### src/rtl/rjs_pkg.sv
package rjs_pkg;

   // Level driven on the channel-select line for each half-frame.
   typedef enum logic {
      CH_RIGHT = 1'b0,
      CH_LEFT  = 1'b1
   } chan_e;

   // Width of a counter that must hold values 0 .. n-1 (at least one bit).
   function automatic int cnt_width(input int n);
      return (n <= 2) ? 1 : $clog2(n);
   endfunction

endpackage

### src/rtl/rjs_bclk_src.sv
// Bit-clock source: the internal divider or a synchronized external clock.
// Produces a registered bit clock and a strobe for the cycle in which it falls.
module rjs_bclk_src #(
   parameter int DIV_HALF    = 4,
   parameter bit EXT_BCLK    = 1'b0,
   parameter int SYNC_STAGES = 2
) (
   input  logic clk,
   input  logic bclk_ext_i,
   output logic bclk_o,
   output logic fall_o
);
   import rjs_pkg::*;

   localparam int DW = cnt_width(DIV_HALF);

   logic bclk_q;

   generate
      if (EXT_BCLK) begin : g_follow
         logic [SYNC_STAGES-1:0] sync_q;

         // Free-running: the synchronizer needs no reset.
         always_ff @(posedge clk) begin
            sync_q <= {sync_q[SYNC_STAGES-2:0], bclk_ext_i};
            bclk_q <= sync_q[SYNC_STAGES-1];
         end

         assign fall_o = bclk_q & ~sync_q[SYNC_STAGES-1];
      end else begin : g_divide
         localparam logic [DW-1:0] LIM = DW'(DIV_HALF - 1);

         logic [DW-1:0] div_q;
         logic          wrap;

         assign wrap = (div_q >= LIM);

         // Free-running: the bit clock keeps toggling through reset.
         always_ff @(posedge clk) begin
            if (wrap) begin
               div_q  <= '0;
               bclk_q <= ~bclk_q;
            end else begin
               div_q  <= div_q + DW'(1);
            end
         end

         assign fall_o = wrap & bclk_q;

         logic unused_ext;
         assign unused_ext = bclk_ext_i;
      end
   endgenerate

   assign bclk_o = bclk_q;

endmodule

### src/rtl/rjs_frame_ctr.sv
// Half-frame position counter and channel select, stepped on falling bit-clock edges.
module rjs_frame_ctr #(
   parameter int HALF_CYC = 32,
   parameter int CNT_W    = 5
) (
   input  logic             clk,
   input  logic             rst_n,
   input  logic             step_i,
   output logic [CNT_W-1:0] cnt_o,
   output logic [CNT_W-1:0] cnt_nxt_o,
   output logic             lr_o,
   output logic             lr_nxt_o,
   output logic             frame_start_o,
   output logic             ready_o
);
   import rjs_pkg::*;

   localparam logic [CNT_W-1:0] LAST = CNT_W'(HALF_CYC - 1);

   logic [CNT_W-1:0] cnt_q;
   chan_e            lr_q;
   logic             rdy_q;
   logic             at_last;

   assign at_last       = (cnt_q == LAST);
   assign cnt_nxt_o     = step_i ? (at_last ? '0 : cnt_q + CNT_W'(1)) : cnt_q;
   assign lr_nxt_o      = (step_i && at_last) ? ~lr_q : lr_q;
   assign frame_start_o = step_i && at_last && (lr_q == CH_RIGHT);

   always_ff @(posedge clk) begin
      if (!rst_n) begin
         cnt_q <= '0;
         lr_q  <= CH_LEFT;
         rdy_q <= 1'b0;
      end else begin
         cnt_q <= cnt_nxt_o;
         lr_q  <= chan_e'(lr_nxt_o);
         rdy_q <= frame_start_o;
      end
   end

   assign cnt_o   = cnt_q;
   assign lr_o    = lr_q;
   assign ready_o = rdy_q;

   // the channel may only flip after the last cycle of a half-frame.
   p_flip_at_end_r2: assert property (@(posedge clk) disable iff (!rst_n)
      (lr_q != $past(lr_q)) |-> (cnt_q == '0 && $past(cnt_q) == LAST));

endmodule

### src/rtl/rjs_word_shift.sv
// Pair capture and right-justified MSB-first shifter with a registered data output.
module rjs_word_shift #(
   parameter int SAMPLE_W = 18,
   parameter int HALF_CYC = 32,
   parameter int CNT_W    = 5
) (
   input  logic                clk,
   input  logic                rst_n,
   input  logic                step_i,
   input  logic [CNT_W-1:0]    cnt_i,
   input  logic [CNT_W-1:0]    cnt_nxt_i,
   input  logic                lr_nxt_i,
   input  logic                frame_start_i,
   input  logic [SAMPLE_W-1:0] left_i,
   input  logic [SAMPLE_W-1:0] right_i,
   output logic                sdata_o
);
   localparam int               PAD   = HALF_CYC - SAMPLE_W;
   localparam logic [CNT_W-1:0] LOADP = CNT_W'(PAD);

   logic [SAMPLE_W-1:0] lat_l_q, lat_r_q, sh_q;
   logic [SAMPLE_W-1:0] left_word, word;
   logic                sd_q;

   generate
      if (PAD == 0) begin : g_no_pad
         // The sign bit lands in the capture cycle; bypass the latch.
         assign left_word = frame_start_i ? left_i : lat_l_q;
      end else begin : g_pad
         assign left_word = lat_l_q;
      end
   endgenerate

   assign word = lr_nxt_i ? left_word : lat_r_q;

   always_ff @(posedge clk) begin
      if (!rst_n) begin
         lat_l_q <= '0;
         lat_r_q <= '0;
         sh_q    <= '0;
         sd_q    <= 1'b0;
      end else begin
         if (frame_start_i) begin
            lat_l_q <= left_i;
            lat_r_q <= right_i;
         end
         if (step_i) begin
            if (cnt_nxt_i == LOADP) begin
               sd_q <= word[SAMPLE_W-1];
               sh_q <= word << 1;
            end else if (cnt_nxt_i > LOADP) begin
               sd_q <= sh_q[SAMPLE_W-1];
               sh_q <= sh_q << 1;
            end else begin
               sd_q <= 1'b0;
            end
         end
      end
   end

   assign sdata_o = sd_q;

   generate
      if (PAD > 0) begin : g_pad_chk
         // the padding cycles of every half-frame carry zero.
         p_pad_zero_r3: assert property (@(posedge clk) disable iff (!rst_n)
            (cnt_i < LOADP) |-> (sd_q == 1'b0));
      end
   endgenerate

endmodule

### src/rtl/rj_dac_serializer.sv
// Right-justified stereo serializer: bit clock, channel select, serial data, pair request.
module rj_dac_serializer #(
   parameter int SAMPLE_W    = 18,
   parameter int HALF_CYC    = 32,
   parameter int DIV_HALF    = 4,
   parameter bit EXT_BCLK    = 1'b0,
   parameter int SYNC_STAGES = 2
) (
   input  logic                clk,
   input  logic                rst_n,
   input  logic                bclk_ext_i,
   input  logic [SAMPLE_W-1:0] left_i,
   input  logic [SAMPLE_W-1:0] right_i,
   output logic                bclk_o,
   output logic                lrck_o,
   output logic                sdata_o,
   output logic                ready_o
);
   import rjs_pkg::*;

   localparam int CNT_W = cnt_width(HALF_CYC);

   generate
      if (SAMPLE_W < 1 || SAMPLE_W > HALF_CYC) begin : g_bad_width
         $error("SAMPLE_W must lie in 1..HALF_CYC");
      end
      if (HALF_CYC < 2) begin : g_bad_half
         $error("HALF_CYC must be at least 2");
      end
      if (DIV_HALF < 1) begin : g_bad_div
         $error("DIV_HALF must be at least 1");
      end
      if (EXT_BCLK && SYNC_STAGES < 2) begin : g_bad_sync
         $error("SYNC_STAGES must be at least 2 in follow mode");
      end
   endgenerate

   logic             fall;
   logic [CNT_W-1:0] cnt, cnt_nxt;
   logic             lr_nxt, frame_start;

   rjs_bclk_src #(
      .DIV_HALF   (DIV_HALF),
      .EXT_BCLK   (EXT_BCLK),
      .SYNC_STAGES(SYNC_STAGES)
   ) u_src (
      .clk       (clk),
      .bclk_ext_i(bclk_ext_i),
      .bclk_o    (bclk_o),
      .fall_o    (fall)
   );

   rjs_frame_ctr #(
      .HALF_CYC(HALF_CYC),
      .CNT_W   (CNT_W)
   ) u_ctr (
      .clk          (clk),
      .rst_n        (rst_n),
      .step_i       (fall),
      .cnt_o        (cnt),
      .cnt_nxt_o    (cnt_nxt),
      .lr_o         (lrck_o),
      .lr_nxt_o     (lr_nxt),
      .frame_start_o(frame_start),
      .ready_o      (ready_o)
   );

   rjs_word_shift #(
      .SAMPLE_W(SAMPLE_W),
      .HALF_CYC(HALF_CYC),
      .CNT_W   (CNT_W)
   ) u_shf (
      .clk          (clk),
      .rst_n        (rst_n),
      .step_i       (fall),
      .cnt_i        (cnt),
      .cnt_nxt_i    (cnt_nxt),
      .lr_nxt_i     (lr_nxt),
      .frame_start_i(frame_start),
      .left_i       (left_i),
      .right_i      (right_i),
      .sdata_o      (sdata_o)
   );

   // channel select moves only together with a falling bit-clock edge.
   p_lr_on_fall_r2: assert property (@(posedge clk) disable iff (!rst_n)
      (lrck_o != $past(lrck_o)) |-> (!bclk_o && $past(bclk_o)));

   // serial data moves only together with a falling bit-clock edge.
   p_data_on_fall_r5: assert property (@(posedge clk) disable iff (!rst_n)
      (sdata_o != $past(sdata_o)) |-> (!bclk_o && $past(bclk_o)));

   // the request strobe is a single cycle wide.
   p_ready_single_r7: assert property (@(posedge clk) disable iff (!rst_n)
      ready_o |=> !ready_o);

   // the request strobe coincides with the start of a left half-frame.
   p_ready_on_rise_r7: assert property (@(posedge clk) disable iff (!rst_n)
      $rose(lrck_o) |-> ready_o);

   p_ready_is_left_r7: assert property (@(posedge clk) disable iff (!rst_n)
      ready_o |-> (lrck_o && !$past(lrck_o)));

endmodule

### config.mk
export PLATFORM = sky130hd
export DESIGN_NAME = rj_dac_serializer
export DESIGN_NICKNAME = d
export VERILOG_FILES = /design/src/rtl/rjs_pkg.sv /design/src/rtl/rjs_bclk_src.sv /design/src/rtl/rjs_frame_ctr.sv /design/src/rtl/rjs_word_shift.sv /design/src/rtl/rj_dac_serializer.sv
export SDC_FILE = /design/constraint.sdc
export NUM_CORES = 1
export LEC_CHECK = 0
export ABC_CLOCK_PERIOD_IN_PS = 4000
export BUFFER_PORTS_ARGS = -buffer_cell sky130_fd_sc_hd__clkbuf_2
export CAP_MARGIN = 15
export CORE_ASPECT_RATIO = 0.8
export CORE_MARGIN = 2
export CORE_UTILIZATION = 55
export DETAILED_ROUTE_END_ITERATION = 6
export GPL_TIMING_DRIVEN = 0
export PLACE_DENSITY = 0.83
export SETUP_SLACK_MARGIN = 0.5
export SLEW_MARGIN = 20
export SYNTH_ARGS = -nofsm -noshare
export SYNTH_HDL_FRONTEND = slang
export SYNTH_HIERARCHICAL = 1
export SYNTH_SLANG_ARGS = --single-unit
export TNS_END_PERCENT = 5
### constraint.sdc
create_clock -name clk -period 4 [get_ports clk]
set_clock_uncertainty 0.15 [all_clocks]
set_input_delay 0.4 -clock clk [delete_from_list [all_inputs] [get_ports clk]]
set_output_delay 0.4 -clock clk [all_outputs]
set_load 0.02 [all_outputs]
* Yosys cells after proc, flatten, opt, wreduce, memory -nomap -nowiden
Cells that the tools add are included.
** Cells by class
- Add/subtract/negate cells :: 2
- Magnitude comparators :: 2
- Equality and inequality tests :: 2
- Mux-type cells :: 8
- Bitwise gates (word level) :: 3
- Reduce and logical (&&, ||, !) cells :: 4
** Operators by type and width (number)
- 2-to-1 mux 18 bit :: 3
- 2-to-1 mux 5 bit :: 2
- adder 5 x 1 -> 5 bit (second input constant) :: 1
- == test 5 x 4 -> 1 bit (second input constant) :: 1
- == test 5 bit (second input constant) :: 1
- greater-than comparator 5 x 4 -> 1 bit (second input constant) :: 1
- 2-to-1 mux 1 bit :: 3
- adder 2 x 1 -> 2 bit (second input constant) :: 1
- greater-or-equal comparator 2 bit (second input constant) :: 1
- logical AND 1 bit :: 2
- inverter 1 bit :: 2
- AND reduction 2 bit :: 1
- nonzero test 2 bit :: 1
- bitwise AND 1 bit :: 1
** Word-level totals
- Register bits after elaboration :: 65
- Bits of input ports :: 39
- Output and inout bits :: 4
- Word-level logic and storage cells :: 30

* Depth between registers and ports, before layout
Gate-level depths: netlist of run 1.
- Word-level depth :: 6
- Depth in mapped cells :: 11
- Gate-level depth less buffers :: 9

* Modules after synthesis
The synthesis of run 1 kept the hierarchy.
** By module, submodules not included
- rjs_word_shift :: instances 1, cells an instance 242, area an instance 2542.4 sq um, seq. area each 1081.0 sq um
- rjs_frame_ctr :: instances 1, cells an instance 34, area an instance 350.3 sq um, seq. area each 140.1 sq um
- rjs_bclk_src :: instances 1, cells an instance 8, area an instance 102.6 sq um, seq. area each 70.1 sq um

* Least setup slack after synthesis of run 1
OpenSTA, ideal clock, no wires.
- Path kind :: register to register
- Start :: register u_ctr.cnt_q[0], in the netlist u_ctr/cnt_o[0]
- End :: register u_shf.sh_q[10]
- Setup time :: 0.126 ns
- Arrival time :: 2.279 ns
- Data required time :: 3.724 ns
- Setup slack :: 1.445 ns
- Cell stages (with the launch flop) :: 11
- Buffers on the path :: 1
- Clock period less this slack :: 2.555 ns
- Cells stage by stage :: dfxtp_1 > ha_1 > and3_1 > ha_1 > a31o_2 > a21boi_0 > or2_1 > nand3_1 > buf_4 > a2111oi_2 > o32ai_1
** Between the ends
- Word-level cells in the longest chain between the ends :: 6
- Elaborated cells on any way between the ends :: 12
- Classes of those cells :: add/sub: 1; order compare: 1; eq/ne: 2; mux: 5; reduce/logical: 3
** RTL lines
- from (decl) :: RTL line rjs_frame_ctr.sv:20 : logic [CNT_W-1:0] cnt_q;
- from (signal assigned) :: RTL line rjs_frame_ctr.sv:36 : cnt_q <= cnt_nxt_o;
- adder 5 x 1 -> 5 bit / == test 5 bit (equally long branches) :: RTL line rjs_frame_ctr.sv:26, rjs_frame_ctr.sv:25
- 2-to-1 mux 5 bit (*) (2 in series) :: RTL line rjs_frame_ctr.sv:26 : assign cnt_nxt_o = step_i ? (at_last ? '0 : cnt_q + CNT_W'(1)) : cnt_q;
- net cnt_nxt[3] :: RTL line rj_dac_serializer.sv:39 : logic [CNT_W-1:0] cnt, cnt_nxt;
- greater-than comparator 5 x 4 -> 1 bit / == test 5 x 4 -> 1 bit (equally long branches) :: RTL line rjs_word_shift.sv:51, rjs_word_shift.sv:48
- nonzero test 2 bit (no source line)
- AND reduction 2 bit (no source line)
- to (signal assigned) :: RTL line rjs_word_shift.sv:50 : sh_q <= word << 1;
- to (signal assigned) :: RTL line rjs_word_shift.sv:53 : sh_q <= sh_q << 1;
- to (decl) :: RTL line rjs_word_shift.sv:21 : logic [SAMPLE_W-1:0] lat_l_q, lat_r_q, sh_q;
The timed path passes the listed nets; every way through them passes the cells marked *.
A chain may end at the register's enable or synchronous reset.

* Final worst setup path of run 1
- Start :: register u_ctr.cnt_q[0], in the netlist u_ctr/cnt_o[0]
- End :: register u_shf.sh_q[13]
Same word-level chain as after synthesis.

==> metrics, run 1 <==
Worst Max-Slew Pin Slew=0.587 ns; chip height=70.0 um; FP Rows=24; Net Count, Synth=327; DRC viols=0; Hold-fix buffers, CTS=0; post-synthesis sequential area ratio=43.1%; internal power=0.000979 W; Crit path required time=4.07 ns; first-pass GRT wire length=10700 um; Seq pwr share=51.9%; net switching power=0.000252 W; DP Worst Slack=1.10 ns; cell count after synthesis=284; CTS Sinks=64; most frequent cells after synthesis=63 x dfxtp_1, 54 x nor2b_1, 36 x mux2i_1; register area=1290 um2; top area cells in the synthesized netlist=dfxtp_1 42%, mux2i_1 12%, nor2b_1 11%; area of the multi-input gates=1480 um2; post-CTS setup buffers=0; vias in the first global route=2188; routed via count=2240; CTS H-Tree Depth=3; Pwr per Cell Area=354 nW/um2; cell taking the most area after synthesis=dfxtp_1; Primary FF master, synth=dfxtp_1; Sw Share=20.5%; DP HPWL=4380 um; core area=5350 um2; share of layout cells above drive strength 1=26.1%; Antenna Nets Post-Route=0; die area=6060 um2; Data arrival, critical path=3.10 ns; Max FO, Critical Path=10; Post-Syn Area=3000 um2; Setup crit start kind=register; Area Growth Syn to Fin=16.2%; via/cell ratio=5.52; Syn Area/Cell=10.5 um2; number of distinct library cells after synthesis=38; Die Width=86.5 um; setup violators final=0; status=complete, no violations; Post-Route WL=6250 um; post-synth top area share=42.1%; #FFs+latches synth=64; total global routing overflow=0; Clock Pin Slew Worst Setup and Hold Paths=0.07 ns; kind of critical path=reg2reg; final critical-path required period=3.02 ns; First DRT Iteration DRCs=150; FILL cells=433; Post-CTS Resized=0; most common cell in the netlist=dfxtp_1; max-slew headroom at the worst pin=59.9%; wire per inst=15.4 um; IO Count=43; final critical-path share of the clock period=75.6%; fin worst setup slack=0.976 ns; CTS tree=yes; clock root buffer=clkbuf_8; GRT Total Usage=23.0%; YS warnings=6; Pleak=1.20 nW; router iterations before antenna repair=4; largest net degree at the start of global routing=12; final slew viol count=0; clk buf depth=2; ANT cells=0; GP Congestion=0.809; Max-cap violations=0; Nets=379; maximum vdd drop=254 uV; Comb pwr share=2.8%; async set-reset flop share out of synthesis=0%; Clk Latency, worst-skew pair=0.34 ns; Hold WC Path Type=in2reg; Fmax=0.331 GHz; setup TNS=0 ns; input/output buffers=41; initial antenna violation count=0; clock network fraction of total power=45.3%; number of flops mapped to enable cells by yosys=1; CTS buffer count=9; RSZ-0062 raised after global routing=false; Initial Util=56.0%; final hold violations=0; Crit. End Element=register
==> final timing paths <==
| kind | cells past startpoint | from | slack (ns) | endpoint |
|---|---|---|---|---|
| min | 3 | right_i[14] | 0.16 | u_shf/lat_r_q[14] |
| max | 10 | u_ctr/cnt_o[0] | 0.98 | u_shf/sh_q[13] |
| min reg2reg | 1 | u_src/g_divide.div_q[0] | 0.27 | u_src/g_divide.div_q[0] |
| max reg2reg | 10 | u_ctr/cnt_o[0] | 0.98 | u_shf/sh_q[13] |
==> cell usage in the layout (no fill, tap or decap), types with 8 or more instances in the layout <==
master,count
nor2b_1,54
a2111oi_2,8
a21oi_1,17
buf_2,9
inv_1,20
o32ai_1,16
clkbuf_8,11
clkbuf_2,41
dfxtp_1,63
mux2i_1,36
==> cell type report <==
type                    instances  area share [%]
repair buffers                 41            5.90
multi-input cells             181            42.6
clock inverters                 3            1.15
inverters                      20            2.16
clock buffers                  13            4.57
well taps                      65            2.34
flip-flops and latches         64            37.1
plain buffers                  19            4.21
==> layer usage <==
| layer | share of wire (%) | track usage [%] | vias to the layer above |
|---|---|---|---|
| li1 | - | - | 1119 |
| met5 | 0 | 0 | - |
| met2 | 46 | 34.8 | 82 |
| met3 | 7.5 | 8.39 | 13 |
| met4 | 2.2 | 9.55 | 0 |
| met1 | 44 | 29.6 | 1026 |
==> flip-flops by register name, summed over array words and instances (netlist names) <==
name / cells
u_src/g_divide.div_q: 2
u_shf/sdata_o: 1
u_shf/sh_q: 17
u_src/bclk_o: 1
u_ctr/cnt_o: 5
u_ctr/lr_o: 1
u_shf/lat_l_q: 18
u_shf/lat_r_q: 18
u_ctr/ready_o: 1
==> power by group through the flow <==
stage               registers, W  clock network, W   logic, W
finish                  0.000638          0.000558  0.0000350
global route            0.000638          0.000591  0.0000390
detailed placement      0.000653                 0  0.0000350
floorplan               0.000653                 0  0.0000120
global placement        0.000653                 0  0.0000349
CTS                     0.000638          0.000568  0.0000352
==> cells by family (layout without fill, tap and decap cells) <==
| group | after synthesis | in the layout | share of synthesized area (%) |
|---|---|---|---|
| simple gates | 77 | 77 | 16.5 |
| flops | 64 | 64 | 43.1 |
| compound gates | 60 | 60 | 17.7 |
| mux | 40 | 40 | 13.7 |
| buf+inv | 39 | 96 | 7.39 |
| fa+ha+maj | 4 | 4 | 1.67 |
==> stage by stage <==
stage / area, um2 / power [W] / hold slack [ns] / instances / utilization, %
6_report: 3480 / 0.00123 / 0.161 / 406 / 65.1
5_1_grt: 3480 / 0.00127 / 0.170 / 406 / 65.1
4_1_cts: 3480 / 0.00124 / 0.152 / 406 / 65.1
3_5_place_dp: 3280 / 0.000688 / 0.269 / 390 / 61.4
3_3_place_gp: 3280 / 0.000688 / 0.250 / 390 / 61.4
2_1_floorplan: 3000 / 0.000665 / 0.240 / 284 / -
==> worst max-delay path, cell delays in order (launching register included) <==
cell and delay [ns]:
dfxtp_1 0.35, ha_1 0.24, and3_1 0.19, ha_1 0.26
a31o_2 0.23, a21boi_0 0.21, or2_1 0.18, nand3_1 0.29
buf_4 0.32, a2111oi_2 0.37, o32ai_1 0.13
Power figures use the tool's default switching activity.
==> inputs of run 2 (changes only) <==
ABC_CLOCK_PERIOD_IN_PS = 3160   (was 4000)
clock period = 3.16 ns   (was 4 ns; I/O delays follow)
==> run 2 against run 1 <==
Against the previous run: die area unchanged; largest power group unchanged; cell count increased by 1.2%; critical path type unchanged; critical endpoint is now u_shf/sh_q[12]; sequential cell count unchanged; largest cell class unchanged; worst hold slack got worse by 0.088 ns; core utilization increased by 6.6 points.
==> metrics, run 2 (synthesis gave the netlist of run 1 again) <==
status=complete, no violations; setup violators final=0; Area Growth Syn to Fin=27.9%; IO Count=43; CTS buffer count=9; DP Worst Slack=0.255 ns; GP Congestion=0.809; final cell count without fillers=411; Regs by FF count=u_shf/lat_l_q: 18 flops, u_shf/lat_r_q: 18 flops, u_shf/sh_q: 17 flops; fin worst setup slack=0.517 ns; Pleak=1.28 nW; Clk Latency, worst-skew pair=0.35 ns; Hold WC Path Type=in2reg; Nets=384; input/output buffers=41; core area=5350 um2; Initial Util=56.0%; crit path buf inv count=1; placed cell count=390; router iterations before antenna repair=5; first-pass GRT wire length=10800 um; Die Width=86.5 um; max-slew headroom at the worst pin=66.3%; CTS H-Tree Depth=3; routed via count=2436; GRT Total Usage=23.6%; final hold violations=0; Setup crit start kind=register; ANT cells=0; commonest non-fill, non-tap cell in the layout=dfxtp_1; die area=6060 um2; final critical-path required period=2.64 ns; Hold WS=0.0734 ns; Worst path max stage delay=0.37 ns; initial antenna violation count=0; chip height=70.0 um; clk buf depth=2; CTS Sinks=64; FP Rows=24; clock root buffer=clkbuf_8; DRC viols=0; maximum vdd drop=322 uV; post-layout util=71.7%; Worst Max-Slew Pin Slew=0.506 ns; final critical-path share of the clock period=83.6%; Crit path required time=3.25 ns; Clock Pin Slew Worst Setup and Hold Paths=0.07 ns; Max-cap violations=0; final slew viol count=0; vias in the first global route=2227; Antenna Nets Post-Route=0; First DRT Iteration DRCs=235; commonest non-fill, non-tap cells in the layout=62 x dfxtp_1, 54 x nor2b_1, 41 x clkbuf_2; RSZ-0062 raised after global routing=false; Crit. End Element=register; Data arrival, critical path=2.74 ns; critical path's top delay family=simple AND/OR/NAND/NOR gates; Post-Route WL=7970 um; Pwr per Cell Area=410 nW/um2; DP HPWL=4380 um; largest net degree at the start of global routing=12; CTS tree=yes; slowest CP cell=dfxtp_1; total global routing overflow=0; via/cell ratio=5.93; kind of critical path=reg2reg; wire per inst=19.4 um; worst-path cell chain=ha_1 > and3_4 > ha_4 > nor2_1 > mux2_2 > nor2_2 > buf_2 > a21oi_1 > o32ai_1; setup TNS=0 ns; Fmax=0.378 GHz; Max FO, Critical Path=10; share of layout cells above drive strength 1=33.8%
run 2: final cells by class:
cell class,instances,area [um2]
fillers,355,1510
clock inverters,3,40.0
plain buffers,19,184
well taps,65,81.3
inverters,20,77.6
multi-input cells,182,1730
clock buffers,13,159
flip-flops and latches,64,1290
repair buffers,45,270
run 2: path summary, 6_finish.rpt:
| kind | cells after the start | slack (ns) | endpoint | startpoint |
|---|---|---|---|---|
| min reg2reg | 1 | 0.27 | u_src/g_divide.div_q[0] | u_src/g_divide.div_q[0] |
| min | 3 | 0.07 | u_shf/lat_r_q[10] | right_i[10] |
| max | 9 | 0.52 | u_shf/sh_q[12] | u_ctr/cnt_o[1] |
| max reg2reg | 9 | 0.52 | u_shf/sh_q[12] | u_ctr/cnt_o[1] |
run 2: repair_timing:
item	4_1_cts	5_1_grt
setup buffers	0	2
pin swaps	1	4
gates cloned	0	3
hold buffers	0	0
setup endpoints to repair	18	47
gates resized for setup	14	40
run 2: stage by stage:
| step | power, W | instance area (um2) |
|---|---|---|
| 2_1_floorplan | 0.000842 | 3000 |
| 6_report | 0.00157 | 3830 |
| 4_1_cts | 0.00157 | 3520 |
| 5_1_grt | 0.00161 | 3830 |
| 3_5_place_dp | 0.000871 | 3280 |
| 3_3_place_gp | 0.000871 | 3280 |
run 2: report_power, final:
group          internal (W)  leakage, nW             switching (W)
clock network      0.000405        0.103                  0.000308
registers          0.000808        0.519  0.0000000000000000000535
logic             0.0000273        0.654                 0.0000220
run 2: worst min-delay path, stage by stage:
cell	delay, ns
clkbuf_2	0.07
mux2i_1	0.05
nor2b_1	0.10
run 2: layer usage:
metal  global-route usage (%)  wire, um
met2                     36.2      3860
met4                     10.4       262
met3                     8.51       594
met1                     29.7      3250
met5                        0         0
